`src/rtl/lpm_pkg.sv`:
```
package lpm_pkg;
  typedef enum logic [1:0] {
    LPM_RUN  = 2'b00,
    LPM_IDLE = 2'b01,
    LPM_PD   = 2'b10
  } lpm_mode_t;

  // {cpu enable, peripheral enable}
  function automatic logic [1:0] clk_enables(input lpm_mode_t m);
    case (m)
      LPM_IDLE: clk_enables = 2'b01;
      LPM_PD:   clk_enables = 2'b00;
      default:  clk_enables = 2'b11;
    endcase
  endfunction

  // {override enable, ale level, psen level}
  function automatic logic [2:0] pin_levels(input lpm_mode_t m);
    case (m)
      LPM_IDLE: pin_levels = 3'b111;
      LPM_PD:   pin_levels = 3'b100;
      default:  pin_levels = 3'b000;
    endcase
  endfunction
endpackage

```
`src/rtl/lpm_sync.sv`:
```
module lpm_sync #(
  parameter int STAGES = 2
) (
  input  logic clk,
  input  logic rst_n,
  input  logic d_async,
  output logic q_sync
);
  logic [STAGES-1:0] chain;

  always_ff @(posedge clk or negedge rst_n) begin
    if (!rst_n) chain <= '0;
    else        chain <= {chain[STAGES-2:0], d_async};
  end

  assign q_sync = chain[STAGES-1];
endmodule

```
`src/rtl/lpm_fsm.sv`:
```
module lpm_fsm
  import lpm_pkg::*;
(
  input  logic       clk,
  input  logic       rst_n,
  input  logic       wr_en,
  input  logic [1:0] wr_data,
  input  logic       irq_any,
  input  logic       wake_lvl,
  output lpm_mode_t  mode_q,
  output logic       idle_q,
  output logic       pd_q,
  output logic       enter_idle,
  output logic       enter_pd,
  output logic       wake_idle,
  output logic       wake_pd,
  output logic       wr_accept
);
  assign wr_accept  = wr_en && (mode_q == LPM_RUN);
  assign enter_pd   = (mode_q == LPM_RUN) && pd_q;
  assign enter_idle = (mode_q == LPM_RUN) && idle_q && !pd_q;
  assign wake_idle  = (mode_q == LPM_IDLE) && irq_any;
  assign wake_pd    = (mode_q == LPM_PD) && wake_lvl;

  always_ff @(posedge clk or negedge rst_n) begin
    if (!rst_n) begin
      mode_q <= LPM_RUN;
      idle_q <= 1'b0;
      pd_q   <= 1'b0;
    end else begin
      if (wr_accept) begin
        pd_q   <= wr_data[1];
        idle_q <= wr_data[0] && !wr_data[1];
      end
      if (enter_pd)        mode_q <= LPM_PD;
      else if (enter_idle) mode_q <= LPM_IDLE;
      else if (wake_idle) begin
        mode_q <= LPM_RUN;
        idle_q <= 1'b0;
      end else if (wake_pd) begin
        mode_q <= LPM_RUN;
        pd_q   <= 1'b0;
      end
    end
  end
endmodule

```
`src/rtl/lpm_top.sv`:
```
module lpm_top
  import lpm_pkg::*;
#(
  parameter int SYNC_STAGES = 2
) (
  input  logic       clk,
  input  logic       rst_n,
  input  logic       wr_en,
  input  logic [1:0] wr_data,
  input  logic       irq_any,
  input  logic       ext_lvl_irq,
  output logic       cpu_clk_en,
  output logic       per_clk_en,
  output logic       pin_ovr_en,
  output logic       ale_ovr,
  output logic       psen_ovr,
  output logic       idle_bit,
  output logic       pd_bit,
  output logic [1:0] mode_o
);
  lpm_mode_t mode_q;
  logic wake_lvl, enter_idle, enter_pd, wake_idle, wake_pd, wr_accept;

  lpm_sync #(.STAGES(SYNC_STAGES)) u_sync (
    .clk(clk), .rst_n(rst_n), .d_async(ext_lvl_irq), .q_sync(wake_lvl)
  );

  lpm_fsm u_fsm (
    .clk(clk), .rst_n(rst_n), .wr_en(wr_en), .wr_data(wr_data),
    .irq_any(irq_any), .wake_lvl(wake_lvl), .mode_q(mode_q),
    .idle_q(idle_bit), .pd_q(pd_bit), .enter_idle(enter_idle),
    .enter_pd(enter_pd), .wake_idle(wake_idle), .wake_pd(wake_pd),
    .wr_accept(wr_accept)
  );

  always_comb begin
    {cpu_clk_en, per_clk_en}        = clk_enables(mode_q);
    {pin_ovr_en, ale_ovr, psen_ovr} = pin_levels(mode_q);
  end

  assign mode_o = mode_q;
endmodule

```
`config.mk`:
```
export PLATFORM = sky130hd
export DESIGN_NAME = lpm_top
export DESIGN_NICKNAME = d
export VERILOG_FILES = /design/src/rtl/lpm_pkg.sv /design/src/rtl/lpm_sync.sv /design/src/rtl/lpm_fsm.sv /design/src/rtl/lpm_top.sv
export SDC_FILE = /design/constraint.sdc
export NUM_CORES = 1
export LEC_CHECK = 0
export BUFFER_PORTS_ARGS = -buffer_cell sky130_fd_sc_hd__buf_4
export CORE_AREA = 5 5 42 44
export CTS_CLUSTER_SIZE = 20
export DETAILED_ROUTE_END_ITERATION = 8
export DIE_AREA = 0 0 47 49
export SYNTH_ARGS = -nofsm -noshare
export SYNTH_HDL_FRONTEND = slang
export SYNTH_SLANG_ARGS = --single-unit
```
`constraint.sdc`:
```
create_clock -name clk -period 1.2 [get_ports clk]
set_clock_uncertainty 0.05 [all_clocks]
set_input_delay 0.06 -clock clk [delete_from_list [all_inputs] [get_ports clk]]
set_output_delay 0.06 -clock clk [all_outputs]
set_load 0.05 [all_outputs]
```
# Word-level counts from Yosys, hierarchy flattened
# Cells that the tools add are included.
# totals
ff_bits	6
out_inout_bits	9
# classes
n_eq_ne	2
mux	15
reduce_logical	11
# op_table
op	n
two-way mux 1 bit	9
two-way mux 2 bit	4
logical AND 1 bit	7
one-hot mux 3 bit (2 select lines)	1
one-hot mux 2 bit (2 select lines)	1
nonzero test 4 bit	1
equality test 2 x 1 -> 1 bit (second input constant)	1
equality test 2 bit (second input constant)	1
zero test 1 bit	2
zero test 2 bit	1

# Logic depth before layout (Yosys ltp)
# Gate-level depths: netlist of run 1.
# depth
ltp_word	7
depth_mapped	5
depth_no_buf	5

# By module
# A second synthesis of run 1 with hierarchy kept.
# hier_totals
cells_unflattened	27
hier_area_um2	305.3
# by_module_without_submodules
mod	instances	cells_each	area_per_inst_um2
lpm_fsm	1	18	207.7
lpm_sync	1	2	50.0
lpm_top	1	7	47.5

# Least setup slack after synthesis of run 1
# OpenSTA, ideal clock, no wires.
# synth_timing
path_type	flip-flop to output port
start	register u_fsm.mode_q[0]
end	output cpu_clk_en
arrival_ns	1.722
t_required_ns	1.090
setup_slack_ns	-0.632
stages_incl_launch_ff	4
n_path_buf	0
cell_sequence	dfrtp_1 inv_1 ha_1 inv_1
# synth_via
elab_chain_cells	2
word_cells_on_any_way	3
cone_classes	eq/ne (2); mux (1)
# synth_lines
item	line	text
from (decl)	lpm_fsm.sv:10	output lpm_mode_t mode_q,
from (signal assigned)	lpm_fsm.sv:27	mode_q <= LPM_RUN;
from (signal assigned)	lpm_fsm.sv:35	if (enter_pd) mode_q <= LPM_PD;
from (signal assigned)	lpm_fsm.sv:36	else if (enter_idle) mode_q <= LPM_IDLE;
equality test 2 bit / equality test 2 x 1 -> 1 bit (equally long branches)	lpm_pkg.sv:10	case (m)
one-hot mux 2 bit (2 select lines) *	lpm_pkg.sv:10	
to (decl)	lpm_top.sv:12	output logic cpu_clk_en,
# Every way passes the cells marked *; elsewhere a longest branch is shown, timed or not.

# Worst setup path in the final report of run 1
# layout_timing
start	register u_fsm.mode_q[1]
end	output per_clk_en
# layout_via
elab_chain_cells	2
word_cells_on_any_way	3
cone_classes	eq/ne (2); mux (1)
# layout_lines
item	line	text
equality test 2 bit / equality test 2 x 1 -> 1 bit (equally long branches)	lpm_pkg.sv:10	
one-hot mux 2 bit (2 select lines) *	lpm_pkg.sv:10	
to (decl)	lpm_top.sv:13	output logic per_clk_en,
# Marks and branches as above.

==> results of run 1 <==
Yosys cell counts:
master / instances / area [sq um]
inv_1: 6 / 22.5
o22ai_1: 1 / 6.26
a32o_1: 1 / 10.0
o21ai_0: 1 / 5.00
nand2_1: 4 / 15.0
nand3_1: 1 / 5.00
and2_4: 1 / 8.76
o21ai_2: 1 / 8.76
a211oi_1: 1 / 7.51
a31oi_1: 1 / 6.26
a21oi_1: 2 / 10.0
dfrtp_1: 6 / 150
buf_4: 1 / 7.51
ha_1: 4 / 50.1
mux2i_1: 1 / 10.0
critical path, cell delays in order (launching register included):
cell,delay [ns]
dfrtp_2,0.41
buf_6,0.13
ha_4,0.15
buf_6,0.11
clkinvlp_4,0.06
buf_8,0.13
metrics by stage:
stage / TNS (ns) / std cells / hold WS [ns]
final: -0.785 / 78 / 0.0524
after global routing: -1.29 / 78 / 0.0527
after CTS: -0.896 / 78 / 0.0447
after detailed placement: -0.259 / 70 / -0.182
after global placement: -0.257 / 70 / -0.181
after floorplan: -0.897 / 32 / -0.286
area by class of cell:
cell class              count  area [sq um]
fillers                   127           696
repair buffers             28           256
multi-input cells          19           221
flip-flops and latches      6           153
inverters                   6          32.5
clock buffers               3          22.5
well taps                  16          20.0
worst max path at each step:
stage	from	end	slack [ns]
after floorplan	u_fsm.mode_q[1]	u_fsm.mode_q[1]	-0.21
after detailed placement	u_fsm.mode_q[0]	u_fsm.idle_q	-0.12
after global placement	u_fsm.mode_q[0]	u_fsm.idle_q	-0.09
final	u_fsm.mode_q[1]	per_clk_en	-0.14
after global routing	u_fsm.mode_q[1]	ale_ovr	-0.19
after CTS	u_fsm.mode_q[1]	per_clk_en	-0.15
registers in the layout (all words and copies together), names as in the netlist:
register	count
u_sync.chain	2
u_fsm.pd_q	1
u_fsm.idle_q	1
u_fsm.mode_q	2
logic make-up (layout without fill, tap and decap cells):
group | after synthesis | in the layout | synth area share [%]
compound gates | 8 | 8 | 16.7
simple gates | 6 | 6 | 8.91
fa+ha+maj | 4 | 4 | 15.5
mux | 1 | 1 | 3.10
buf+inv | 7 | 37 | 9.30
flops | 6 | 6 | 46.5
layout by cell type (no fill, tap or decap), drive strengths merged, types with 2 or more instances in the layout:
cell | Yosys | routed
dlygate4sd3 | 0 | 2
inv | 6 | 4
ha | 4 | 4
clkinvlp | 0 | 2
a21oi | 2 | 2
clkbuf | 0 | 3
o21ai | 2 | 2
buf | 1 | 26
nand2 | 4 | 4
dfrtp | 6 | 6
routing by layer:
metal  part of all wire [%]  vias to the layer above  GRT usage (%)
li1                       -                      168              -
met1                     37                      152           10.6
met2                     55                        9           14.7
met3                    8.1                        0           2.21
met4                      0                        0           5.53
met5                      0                        -              0
timing repair:
| action | in CTS | in global routing |
|---|---|---|
| buffers inserted | 3 | 0 |
| gates resized for setup | 21 | 4 |
| endpoints found under the setup margin | 9 | 9 |
| hold buffers | 2 | 0 |
| endpoints found under the hold margin | 7 | 0 |
| pin swaps | 1 | 2 |
==> results.json, run 1 <==
{
  "status": "complete, but fails checks",
  "violations": "negative setup slack",
  "start_util_pct": 23.0,
  "cp.arrival_ns": 1.23,
  "layout-drive-gt1-share_pct": 77.4,
  "clkTransAtPathRegs_ns": 0.04,
  "finalSetupViolations": 9,
  "die_h_um": 49,
  "endpoint_kind": "output port",
  "dp_slack_ns": -0.119,
  "core_area_sq_um": 1400,
  "rsz0062_at_grt": "yes",
  "antenna_found_initial": 0,
  "worst_slack_ns": -0.142,
  "yosysSeqAreaShare_pct": 46.5,
  "die_x_um": 47,
  "vias_per_cell": 4.22,
  "hold_viol": 0,
  "ff2ff_path_depth": 5,
  "ys_types": 15,
  "avgRoutedWirePerCell_um": 11.3,
  "start_kind": "flip-flop",
  "n_antenna_cell": 0,
  "yosys_warnings": 0,
  "core.rowCount": 14,
  "hp-start": "wr_en",
  "relSlewSlack_pct": 87.2,
  "io_buffers": 15,
  "reg2reg_slack_ns": -0.11,
  "synth.avg_cell_area_sq_um": 10.1,
  "syn_nets": 43,
  "track_usage_pct": 9.23,
  "cts-root-to-sink-buffers": 2,
  "ios": 16,
  "clk_latency_ns": 0.24,
  "critPathKind": "reg2out",
  "r2r_start": "u_fsm.mode_q[1]",
  "max_freq_ghz": 0.745,
  "drc": 0,
  "whs_path_depth": 3,
  "post-route-util_pct": 50.4,
  "gp_congestion": 0.727,
  "firstDrtPassIters": 4,
  "fin_crit_sh_pct": 112,
  "min_period_ns": 1.34,
  "first_iter_violations": 5,
  "totalWireLength_um": 880,
  "worst_r2r_endpoint": "u_fsm.mode_q[1]",
  "cts_tree": "yes",
  "cp_max_fo": 2,
  "synthesis.instances": 32,
  "final_nets": 75,
  "stdcell_area_sq_um": 706,
  "grt_max_degree": 7,
  "grt_pass1_wl_um": 1520,
  "dp_hpwl_um": 674,
  "min_path_type": "in2reg",
  "dr_total_vias": 329,
  "grt_pass1_vias": 376,
  "clock-sinks": 6,
  "tightestPinTransition_ns": 0.192,
  "grt-ovfl-total": 0,
  "cts_made_buffers": 3,
  "cap_violations": 0,
  "area_growth_pct": 119,
  "die_area_sq_um": 2300,
  "cts-root-buf": "clkbuf_4",
  "ys_seq_elements": 6,
  "holdPathEnd": "u_fsm.idle_q",
  "htreeDepth": 1,
  "maxSlewViolCount": 0,
  "ant_nets": 0,
  "dpl_cell_area_sq_um": 536,
  "critPathRequiredTime_ns": 1.09,
  "synth_area_sq_um": 323
}
Power of run 1 is left out: the tool's default activity adds up to more than one toggle a clock period on the data nets, which glitch-free logic cannot reach.
==> run 2, diff against run 1 <==
SYNTH_HIERARCHICAL = 1   (was unset)
==> results.json, run 2 <==
{
  "ys_seq_elements": 6,
  "grt-ovfl-total": 0,
  "clkTransAtPathRegs_ns": 0.05,
  "synth_top_flop_cell": "dfrtp_1",
  "firstDrtPassIters": 3,
  "rsz0062_at_grt": "yes",
  "clock-sinks": 6,
  "maxSlewViolCount": 0,
  "grt_pass1_wl_um": 1120,
  "dr_total_vias": 274,
  "start_util_pct": 21.8,
  "htreeDepth": 1,
  "violations": "negative setup slack",
  "min_period_ns": 1.31,
  "cap_violations": 0,
  "finalSetupViolations": 6,
  "final_cells": 65,
  "vias_per_cell": 4.22,
  "area_growth_pct": 82.8,
  "ys_types": 14,
  "final_cell_mix": "buf_4 (14), dfrtp_1 (4), clkbuf_4 (3), and3_1 (3)",
  "reg_top3": "u_fsm/mode_q (2), u_sync/chain (2)",
  "critPathRequiredTime_ns": 1.09,
  "clk_latency_ns": 0.24,
  "start_kind": "flip-flop",
  "final_nets": 60,
  "ant_nets": 0,
  "dp_hpwl_um": 519,
  "n_antenna_cell": 0,
  "synthesis.instances": 27,
  "dp_slack_ns": 0.0547,
  "gp_congestion": 0.675,
  "synth.avg_cell_area_sq_um": 11.3,
  "fin_crit_sh_pct": 109,
  "grt_pass1_vias": 260,
  "synthTopCellsByArea": "dfrtp_1 (49%), ha_1 (8.2%), and3_1 (6.1%), inv_1 (6.1%), nor3b_4 (6.1%)",
  "io_buffers": 15,
  "totalWireLength_um": 699,
  "critPathKind": "reg2out",
  "synth_area_sq_um": 305,
  "syn_nets": 36,
  "cts_tree": "yes",
  "first_iter_violations": 4,
  "relSlewSlack_pct": 87.8,
  "core_area_sq_um": 1400,
  "cts-root-to-sink-buffers": 2,
  "endpoint_kind": "output port",
  "layout-drive-gt1-share_pct": 65.3,
  "synthArstFlopShare_pct": 100,
  "synth_most_common_cell": "dfrtp_1",
  "avgRoutedWirePerCell_um": 10.8,
  "yosysSeqAreaShare_pct": 49.2,
  "cts-root-buf": "clkbuf_4",
  "max_freq_ghz": 0.766,
  "core.rowCount": 14,
  "final_common_cell": "buf_4",
  "antenna_found_initial": 0,
  "synth_top_cell_area_share_pct": 49.2,
  "yosys_warnings": 6,
  "tightestPinTransition_ns": 0.183,
  "cp.arrival_ns": 1.20,
  "cp_max_fo": 3,
  "track_usage_pct": 7.02,
  "die_area_sq_um": 2300,
  "synth_edf_count": 0,
  "drc": 0,
  "synth_area_leader_cell": "dfrtp_1",
  "cts_made_buffers": 3,
  "worst_slack_ns": -0.106,
  "die_x_um": 47,
  "die_h_um": 49,
  "synthTopCellsByCount": "dfrtp_1 (6), inv_1 (5), and3_1 (3)",
  "status": "complete, but fails checks",
  "hold_viol": 0,
  "place_inst": 57,
  "ios": 16,
  "grt_max_degree": 7,
  "min_path_type": "in2reg"
}
[run 2: changes by cell type after synthesis, moves of 2 or more]
cell,change
nand2_1,-4
and3_1,+3
ha_1,-2
o21bai_1,+2
[run 2: cell type report]
type	count	area (sq um)
multi-input cells	14	154
inverters	6	28.8
fillers	153	843
repair buffers	20	178
well taps	16	20.0
flip-flops and latches	6	155
clock buffers	3	22.5
[run 2: cells by family (layout without fill, tap and decap cells)]
family                   after synthesis  in the layout  share of synthesized area (%)
multiplexers                           1              1                           3.28
flip-flops                             6              6                           49.2
AND/OR/NAND/NOR                        8              8                           23.0
adder cells (fa/ha/maj)                2              2                           8.20
buffers and inverters                  7             29                           9.84
AO/OA/AOI/OAI                          3              3                           6.55
[run 2: worst paths after layout]
path	from	slack, ns	end	depth (start not counted)
worst max-delay path	u_fsm/mode_q[0]	-0.11	pin_ovr_en	4
worst min-delay path	wr_data[1]	0.02	u_fsm/pd_q	3
worst max register to register	u_fsm/mode_q[0]	-0.07	u_fsm/pd_q	4
worst min register to register	u_sync/chain[0]	0.30	u_sync/chain[1]	0
max in group asynchronous	rst_n	0.85	u_fsm/mode_q[1]	2
min in group asynchronous	rst_n	0.11	u_fsm/pd_q	2
[run 2: layer usage]
metal  GRT usage, %  share of wire [%]  wire length, um
met2           9.05                 46              319
met3           5.90                 12               83
met1           8.97                 42              296
met4           1.38                  0                0
met5              0                  0                0
[run 2: what timing repair did]
item                                    4_1_cts  5_1_grt
endpoints found under the hold margin         7        0
setup buffers                                 2        1
hold buffers                                  2        0
endpoints found under the setup margin        5        8
gates resized for setup                       5        5
pin swaps                                     0        3
[run 2: worst max-delay path, cell delays in order, from the launching register on]
cell,delay (ns)
dfrtp_4,0.49
inv_4,0.06
ha_4,0.20
clkinvlp_4,0.07
buf_8,0.13
[run 2: per-stage QoR]
stage	cell area (sq um)	utilization, %	TNS, ns	hold slack (ns)
floorplan	329	-	-0.338	-0.286
global placement	454	32.4	0	-0.177
detailed placement	454	32.4	0	-0.175
CTS	527	37.6	-0.362	0.0169
global route	558	39.8	-0.736	0.0165
finish	558	39.8	-0.482	0.0198
Power of run 2 is left out for the same reason.
==> run 3, diff against run 2 <==
RECOVER_POWER = 25   (was unset)
==> results.json, run 3 (synthesized netlist as in run 2, its figures left out) <==
{
  "ant_nets": 0,
  "stdcell_area_sq_um": 554,
  "clock-sinks": 6,
  "final.fill_count": 153,
  "min_period_ns": 1.31,
  "worst_slack_ns": -0.106,
  "cp_max_fo": 3,
  "seqCellArea_sq_um": 155,
  "cp_slowest_cell": "dfrtp_4",
  "grt_pass1_wl_um": 1120,
  "critPathRequiredTime_ns": 1.09,
  "cp.arrival_ns": 1.20,
  "final_nets": 60,
  "ios": 16,
  "firstDrtPassIters": 3,
  "min_path_type": "in2reg",
  "final_cell_mix": "buf_4 (13), dfrtp_1 (4), clkbuf_4 (3), and3_1 (3)",
  "die_h_um": 49,
  "fin_crit_sh_pct": 109,
  "grt_pass1_vias": 260,
  "die_x_um": 47,
  "dr_total_vias": 273,
  "core_area_sq_um": 1400,
  "endpoint_kind": "output port",
  "core.rowCount": 14,
  "layout-drive-gt1-share_pct": 63.3,
  "area_growth_pct": 81.6,
  "cp.buffers_inverters": 3,
  "multi_input_area_sq_um": 154,
  "die_area_sq_um": 2300,
  "finalSetupViolations": 6,
  "reg_top3": "u_fsm/mode_q (2), u_sync/chain (2)",
  "worst_hold_slack_ns": 0.0195,
  "drc": 0,
  "rsz0062_at_grt": "yes",
  "worst_path_largest_cell_delay_ns": 0.49,
  "critical_path.cell_chain": "inv_4, ha_4, clkinvlp_4, buf_8",
  "maxSlewViolCount": 0,
  "grtUsageMet3_pct": 5.90,
  "start_kind": "flip-flop",
  "gp_congestion": 0.675,
  "met1_usage_pct": 8.97,
  "clkTransAtPathRegs_ns": 0.05,
  "max_freq_ghz": 0.766,
  "dpl_cell_area_sq_um": 454,
  "violations": "negative setup slack",
  "track_usage_pct": 7.02,
  "cts-root-to-sink-buffers": 2,
  "n_antenna_cell": 0,
  "final_common_cell": "buf_4",
  "cts_made_buffers": 3,
  "hold_viol": 0,
  "cts-root-buf": "clkbuf_4",
  "critical-path-top-delay-family": "flip-flops",
  "grt_max_degree": 7,
  "critPathKind": "reg2out",
  "tightestPinTransition_ns": 0.333,
  "htreeDepth": 1,
  "antenna_found_initial": 0,
  "grt_util_met2_pct": 9.05,
  "cts_tree": "yes",
  "status": "complete, but fails checks",
  "clk_latency_ns": 0.24,
  "gr-max-usage-layer": "met2",
  "totalWireLength_um": 695,
  "grt-ovfl-total": 0,
  "avgRoutedWirePerCell_um": 10.7,
  "relSlewSlack_pct": 77.8,
  "first_iter_violations": 3,
  "cap_violations": 0,
  "io_buffers": 15,
  "vias_per_cell": 4.20,
  "start_util_pct": 21.8,
  "dp_hpwl_um": 519
}
[run 3: cell types whose count changed in the layout (fill, tap and decap cells not counted), sizes merged]
cell and change:
buf -1, clkbuf +1
[run 3: path summary, 6_finish.rpt]
kind | from | end | slack, ns | cells past startpoint
min in group asynchronous | rst_n | u_fsm/pd_q | 0.17 | 2
min | wr_data[1] | u_fsm/pd_q | 0.02 | 3
max in group asynchronous | rst_n | u_fsm/mode_q[0] | 0.65 | 2
min reg2reg | u_sync/chain[0] | u_sync/chain[1] | 0.30 | 0
max reg2reg | u_fsm/mode_q[0] | u_fsm/pd_q | -0.06 | 4
max | u_fsm/mode_q[0] | pin_ovr_en | -0.11 | 4
[run 3: final cells by class]
| type | instances | share of cell area [%] |
|---|---|---|
| clock buffers | 3 | 4.06 |
| inverters | 6 | 5.19 |
| multi-input cells | 14 | 27.8 |
| flip-flops and latches | 6 | 28.0 |
| well taps | 16 | 3.61 |
| repair buffers | 20 | 31.4 |
[run 3: layer usage]
metal	part of all wire [%]	vias up	wire (um)
met3	12	0	83
met1	40	128	281
met4	0	0	0
met2	47	13	330
li1	-	132	-
met5	0	-	0
[run 3: worst reg2reg max path: cells and delay by family, from the launching register on]
family / cells / cell delay (ns)
buffers and inverters: 1 / 0.16
DFF: 1 / 0.49
muxes: 1 / 0.20
and+or+nand+nor: 2 / 0.25
[run 3: what timing repair did]
action                     4_1_cts  5_1_grt
pin swaps                        0        3
setup buffers                    2        1
hold buffers                     2        0
hold endpoints to repair         7        0
gates resized for setup          5        5
setup endpoints to repair        5        8
[run 3: per-stage QoR]
| step | std cells | setup slack (ns) | utilization, % | TNS [ns] |
|---|---|---|---|---|
| 2_1_floorplan | 27 | -0.165 | - | -0.338 |
| 3_3_place_gp | 57 | 0.0613 | 32.4 | 0 |
| 3_5_place_dp | 57 | 0.0547 | 32.4 | 0 |
| 4_1_cts | 64 | -0.127 | 37.6 | -0.362 |
| 5_1_grt | 65 | -0.151 | 39.6 | -0.736 |
| 6_report | 65 | -0.106 | 39.6 | -0.478 |
Power of run 3 is left out for the same reason.
